### config.mk
export PLATFORM = sky130hd
export DESIGN_NAME = bscan_bidir_chain
export DESIGN_NICKNAME = d
export VERILOG_FILES = /design/src/rtl/bsc_pkg.sv /design/src/rtl/bsc_rst_sync.sv /design/src/rtl/bsc_cell.sv /design/src/rtl/bsc_pin_mux.sv /design/src/rtl/bscan_bidir_chain.sv
export SDC_FILE = /design/constraint.sdc
export NUM_CORES = 1
export LEC_CHECK = 0
export ABC_AREA = 1
export BUFFER_PORTS_ARGS = -buffer_cell sky130_fd_sc_hd__buf_2
export CAP_MARGIN = 0
export CORE_UTILIZATION = 45
export CTS_CLUSTER_DIAMETER = 80
export DETAILED_ROUTE_END_ITERATION = 10
export HOLD_SLACK_MARGIN = 0.03
export PLACE_DENSITY = 0.7
export SYNTH_ARGS = -nofsm -noshare
export SYNTH_HDL_FRONTEND = slang
export SYNTH_SLANG_ARGS = --single-unit
### constraint.sdc
create_clock -name clk -period 9.05 [get_ports clk]
set_clock_uncertainty 0.2 [all_clocks]
set_input_delay 1.3575 -clock clk [delete_from_list [all_inputs] [get_ports clk]]
set_output_delay 1.3575 -clock clk [all_outputs]
set_load 0.01 [all_outputs]
### src/rtl/bsc_pkg.sv
package bsc_pkg;
  typedef enum logic {CELL_DATA = 1'b0, CELL_CTRL = 1'b1} cell_kind_e;

  function automatic logic safe_value(cell_kind_e kind);
    return (kind == CELL_CTRL);
  endfunction
endpackage

### src/rtl/bsc_rst_sync.sv
module bsc_rst_sync #(
  parameter int STAGES = 2
) (
  input  logic clk,
  input  logic rst_n,
  output logic rst_sync_n
);
  logic [STAGES-1:0] sync_q;
  logic [STAGES-1:0] sync_d;

  always_comb begin
    sync_d = {sync_q[STAGES-2:0], 1'b1};
  end

  always_ff @(posedge clk or negedge rst_n) begin
    if (!rst_n) sync_q <= '0;
    else        sync_q <= sync_d;
  end

  assign rst_sync_n = sync_q[STAGES-1];
endmodule

### src/rtl/bsc_cell.sv
module bsc_cell
  import bsc_pkg::*;
#(
  parameter cell_kind_e KIND = CELL_DATA
) (
  input  logic clk,
  input  logic rst_n,
  input  logic capture_en,
  input  logic shift_en,
  input  logic update_en,
  input  logic cap_val,
  input  logic ser_in,
  output logic ser_q,
  output logic upd_q
);
  localparam logic RST_VAL = safe_value(KIND);

  logic sh_q, sh_d;
  logic up_q, up_d;

  // capture has priority over shift
  always_comb begin
    sh_d = sh_q;
    if (capture_en)    sh_d = cap_val;
    else if (shift_en) sh_d = ser_in;
  end

  always_comb begin
    up_d = up_q;
    if (update_en) up_d = sh_q;
  end

  always_ff @(posedge clk or negedge rst_n) begin
    if (!rst_n) begin
      sh_q <= RST_VAL;
      up_q <= RST_VAL;
    end else begin
      sh_q <= sh_d;
      up_q <= up_d;
    end
  end

  assign ser_q = sh_q;
  assign upd_q = up_q;
endmodule

### src/rtl/bsc_pin_mux.sv
module bsc_pin_mux #(
  parameter int NUM_PINS = 62
) (
  input  logic                test_mode,
  input  logic [NUM_PINS-1:0] core_out,
  input  logic [NUM_PINS-1:0] core_oe,
  input  logic [NUM_PINS-1:0] data_latch,
  input  logic [NUM_PINS-1:0] ctrl_latch,
  output logic [NUM_PINS-1:0] pad_out,
  output logic [NUM_PINS-1:0] pad_oe
);
  always_comb begin
    if (test_mode) begin
      pad_out = data_latch;
      pad_oe  = ~ctrl_latch;   // latch 1 = driver off
    end else begin
      pad_out = core_out;
      pad_oe  = core_oe;
    end
  end
endmodule

### src/rtl/bscan_bidir_chain.sv
module bscan_bidir_chain
  import bsc_pkg::*;
#(
  parameter int NUM_PINS = 62
) (
  input  logic                clk,
  input  logic                rst_n,
  input  logic                tdi,
  input  logic                capture_dr,
  input  logic                shift_dr,
  input  logic                update_dr,
  input  logic                test_mode,
  input  logic [NUM_PINS-1:0] core_out,
  input  logic [NUM_PINS-1:0] core_oe,
  input  logic [NUM_PINS-1:0] pad_in,
  output logic [NUM_PINS-1:0] pad_out,
  output logic [NUM_PINS-1:0] pad_oe,
  output logic                tdo
);
  localparam int CELLS = 2 * NUM_PINS;

  logic              rst_core_n;
  logic [CELLS:0]    link;        // link[i] = shift flop of cell i, link[CELLS] = tdi
  logic [NUM_PINS-1:0] data_latch;
  logic [NUM_PINS-1:0] ctrl_latch;

  bsc_rst_sync #(.STAGES(2)) rst_sync_i (
    .clk        (clk),
    .rst_n      (rst_n),
    .rst_sync_n (rst_core_n)
  );

  assign link[CELLS] = tdi;

  for (genvar p = 0; p < NUM_PINS; p++) begin : g_pin
    bsc_cell #(.KIND(CELL_CTRL)) ctrl_cell_i (
      .clk        (clk),
      .rst_n      (rst_core_n),
      .capture_en (capture_dr),
      .shift_en   (shift_dr),
      .update_en  (update_dr),
      .cap_val    (~core_oe[p]),
      .ser_in     (link[2*p+2]),
      .ser_q      (link[2*p+1]),
      .upd_q      (ctrl_latch[p])
    );

    bsc_cell #(.KIND(CELL_DATA)) data_cell_i (
      .clk        (clk),
      .rst_n      (rst_core_n),
      .capture_en (capture_dr),
      .shift_en   (shift_dr),
      .update_en  (update_dr),
      .cap_val    (pad_in[p]),
      .ser_in     (link[2*p+1]),
      .ser_q      (link[2*p]),
      .upd_q      (data_latch[p])
    );
  end

  bsc_pin_mux #(.NUM_PINS(NUM_PINS)) pin_mux_i (
    .test_mode  (test_mode),
    .core_out   (core_out),
    .core_oe    (core_oe),
    .data_latch (data_latch),
    .ctrl_latch (ctrl_latch),
    .pad_out    (pad_out),
    .pad_oe     (pad_oe)
  );

  assign tdo = link[0];
endmodule

# Yosys cells after proc, flatten, opt, wreduce, memory -nomap -nowiden
# Cells that the tools add are included.
[word_totals]
ff_bits = 250
input_bits = 193
output_inout_bits = 125
elab_cells = 563
[classes]
muxes = 250
n_bitwise = 63
n_reduce_logical = 1
[op_table]
columns = ["cell", "n"]
rows = [
  ["$mux W1", 248],
  ["$mux W62", 2],
  ["$not A1 Y1", 62],
  ["$not A62 Y62", 1],
  ["$reduce_bool A2 Y1", 1],
]

# Logic depth before layout (Yosys ltp)
[depth]
word_depth = 2
ltp_mapped = 6
mapped_depth_nobuf = 4

# By module
# Synthesis repeated with hierarchy kept, for this count alone.
[unflattened]
cells_unflattened = 2139
area_unflattened_um2 = 13903.3
[by_module_without_submodules]
columns = ["module", "instances", "cells_each", "area_per_inst_um2", "seq_area_each_um2"]
rows = [
  ["bsc_cell (g_pin[0].ctrl_cell_i ...)", 62, 13, 96.3, 52.6],
  ["bsc_cell (g_pin[0].data_cell_i ...)", 62, 13, 93.8, 50.0],
  ["bsc_pin_mux", 1, 462, 1825.5, 0.0],
  ["bscan_bidir_chain", 1, 62, 232.7, 0.0],
  ["bsc_rst_sync", 1, 3, 53.8, 50.0],
]

# Least setup slack after synthesis
# No wires, ideal clock.
[synth_path]
path_type = "input-to-output"
start = "input port test_mode"
end = "output port pad_oe[0]"
arrival_ns = 2.055
required_time_ns = 7.493
slack_ns = 5.438
cell_stages = 6
path_buffers = 3
path_cell_list = "inv_2 buf_4 buf_4 buf_6 nand2_1 o21ai_0"
[synth_between]
elab_chain_cells = 1
[synth_lines]
columns = ["item", "line_no", "rtl"]
rows = [
  ["start, declared", "bscan_bidir_chain.sv:12", "input logic test_mode,"],
  ["$mux W62", "bsc_pin_mux.sv:13", "if (test_mode) begin"],
  ["end, declared", "bscan_bidir_chain.sv:17", "output logic [NUM_PINS-1:0] pad_oe,"],
]
# No other way between the ends.

# Worst setup path in the final report
[layout_path]
start = "input port test_mode"
end = "output port pad_out[40]"
[layout_between]
elab_chain_cells = 1
[layout_lines]
columns = ["item", "line_no", "rtl"]
rows = [
  ["$mux W62", "bsc_pin_mux.sv:13", ""],
  ["end, declared", "bscan_bidir_chain.sv:16", "output logic [NUM_PINS-1:0] pad_out,"],
]
# No other way between the ends.

==> summary.md <==
| Metric | Value |
|---|---|
| Clock sink count | `250` |
| Final GP Congestion | `0.829` |
| Latest clock arrival within the worst-skew pair | `0.53 ns` |
| Maximum clock frequency | `0.209 GHz` |
| Remaining global-route overflow | `0` |
| Worst Path Required | `7.49 ns` |
| ANT nets after route | `0` |
| Critical path class | `input port to primary output` |
| DR DRC count | `0` |
| Post-synth net total | `1,795` |
| Number of nets in the layout | `2,042` |
| Commonest non-fill, non-tap cell in the layout | `nand2_1` |
| Tcrit/Tclk final | `53.0%` |
| Syn_area_per_cell | `7.70 um2` |
| Crit-path max FO | `165` |
| RR Endpoint | `g_pin[30].data_cell_i.ser_q$_DFFE_PN0P_` |
| Fin. Hold Viols | `0` |
| CP Launch Point | `test_mode` |
| Post-Synthesis Cells | `1,602` |
| CORE AREA | `27,000 um2` |
| Tmin final | `4.79 ns` |
| Die area | `28,100 um2` |
| Seq/Total Area, Yosys | `52.0%` |
| Synthesis-to-finish area growth | `17.9%` |
| RSZ-0062 raised after global routing | `false` |
| Setup Viol. Count Final | `0` |
| Critical Path AT | `3.24 ns` |
| DRT Pass-1 Iters | `5` |
| Post-detail-place hpwl | `20.5 mm` |
| Cell count of the worst reg-to-reg path | `2` |
| DP Cell Count | `2,161` |
| Status | `complete, no violations` |
| Tightest Pin Transition | `1.00 ns` |
| Final Power | `2.89 mW` |
| R2R Setup Slk | `6.52 ns` |
| Hold buffers post-CTS | `0` |
| Final setup margin | `4.26 ns` |
| Largest net degree at the start of global routing | `166` |
| # resized after CTS | `0` |
| Final core utilization | `53.9%` |
| Filler Cell Count | `2,610` |
| Critical path endpoint category | `primary output` |
| Synth cell types | `15` |
| CP Launch Type | `input port` |
| Flops & latches, synth | `250` |
| Most frequent cells in the layout | `nand2_1 (744), buf_2 (314), o21ai_0 (182), dfrtp_1 (125)` |
| Die height | `168 um` |
| DRT iter0 DRCs | `911` |
| Final Non-Filler Cells | `2,211` |
| Vias per cell | `4.95` |
| DRT Wirelength | `31.7 mm` |
| CTS Buf Count | `27` |
| IO buf count | `317` |
| Wire per inst | `14.3 um` |
| Initial antenna violation count | `1` |
| Hold Path Class | `flip-flop to asynchronous set/reset pin` |
| I/O pin cnt | `318` |
| Gr usage total | `22.6%` |
| Setup bufs post-CTS | `0` |
| DR vias | `11,000` |
| Clk slew on worst S/H paths | `0.06 ns` |
| Pins Over Slew Limit | `0` |
| CTS Buffer Depth | `3` |
| Maxcap violations | `0` |
| Reg2reg start | `rst_sync_i.sync_q[1]$_DFF_PN0_` |
| Syn. warnings | `0` |
| Cell area after synthesis | `12,300 um2` |
| VDD IR-drop max | `84.4 uV` |
| Die width | `168 um` |
| Setup_tns | `0 ns` |
| H-tree levels | `1` |
| First-pass GRT wire length | `52.1 mm` |
| DP Worst Slack | `4.27 ns` |
| Initial core utilization | `45.8%` |
| Vias in the first global route | `10,300` |
| Worst slew margin | `33.3%` |
| TritonCTS clock tree | `built` |
| Share of cells above drive strength 1 | `26.4%` |
| Pleak | `7.52 nW` |
| Core Rows | `60` |
| PwrDens | `199 nW/um2` |
| CTS root buf | `clkbuf_16` |
[critical path, cell delays in order]
cell and delay (ns):
buf_2 0.12, inv_6 0.64, buf_4 0.65, nand2_1 0.12
o21ai_0 0.10, buf_2 0.15
[worst max path at each step]
stage                                                         to  slack [ns]  cells past startpoint
after detailed placement                             pad_out[44]        4.27                      5
after CTS                                            pad_out[40]        4.25                      6
after floorplan           g_pin[0].data_cell_i.ser_q$_DFFE_PN0P_        1.58                      0
after global routing                                 pad_out[47]        3.98                      6
final                                                pad_out[40]        4.26                      6
after global placement                               pad_out[56]        4.33                      5
[synth_stat cells, drive strengths merged]
library cell	number	share of area [%]
dfstp	124	26
nand2	744	23
inv	126	3.8
buf	82	5.4
clkbuf	26	0.84
o21ai	248	10
nand3	124	5.0
conb	1	0.030
nor2	1	0.16
dfrtp	126	26
[sequential cells by signal, summed over array words and instances, names as in the netlist]
register / cells
g_pin.ctrl_cell_i.ser_q: 62
g_pin.ctrl_cell_i.upd_q: 62
g_pin.data_cell_i.ser_q: 62
g_pin.data_cell_i.upd_q: 62
rst_sync_i.sync_q: 2
[cell families after synthesis]
group	Yosys count	synth area share, %
and+or+nand+nor	869	27.8
DFF	250	52.0
AOI/OAI and AO/OA	248	10.1
buffers and inverters	234	10.1
other	1	0.0304
[power breakdown]
part / internal (mW) / switching [mW] / leakage (nW) / total (mW)
Combinational: 0.164 / 0.280 / 4.24 / 0.444
Clock: 0.642 / 0.433 / 0.431 / 1.08
Sequential: 1.29 / 0.0802 / 2.85 / 1.37
[final cells by class]
| type | instances | area (um2) | share of cell area [%] |
|---|---|---|---|
| diodes | 1 | 2.50 | 0.0172 |
| clock buffers | 44 | 820 | 5.64 |
| clock inverters | 5 | 50.0 | 0.344 |
| inverters | 126 | 480 | 3.30 |
| multi-input cells | 1118 | 4680 | 32.2 |
| flip-flops and latches | 250 | 6410 | 44.1 |
| well taps | 341 | 427 | 2.93 |
| repair buffers | 326 | 1670 | 11.5 |
[metal layers]
layer  track usage, %  routed length, um
met1             31.0              14400
met2             37.4              14700
met3             4.11               2050
met4             5.19                496
met5                0                  0
[per-stage QoR]
step	hold slack, ns	instance area [um2]
floorplan	0.131	12300
global route	0.131	14500
global placement	0.107	13700
detailed placement	0.108	13700
finish	0.0861	14500
CTS	0.107	14500
Power figures use the tool's default switching activity.
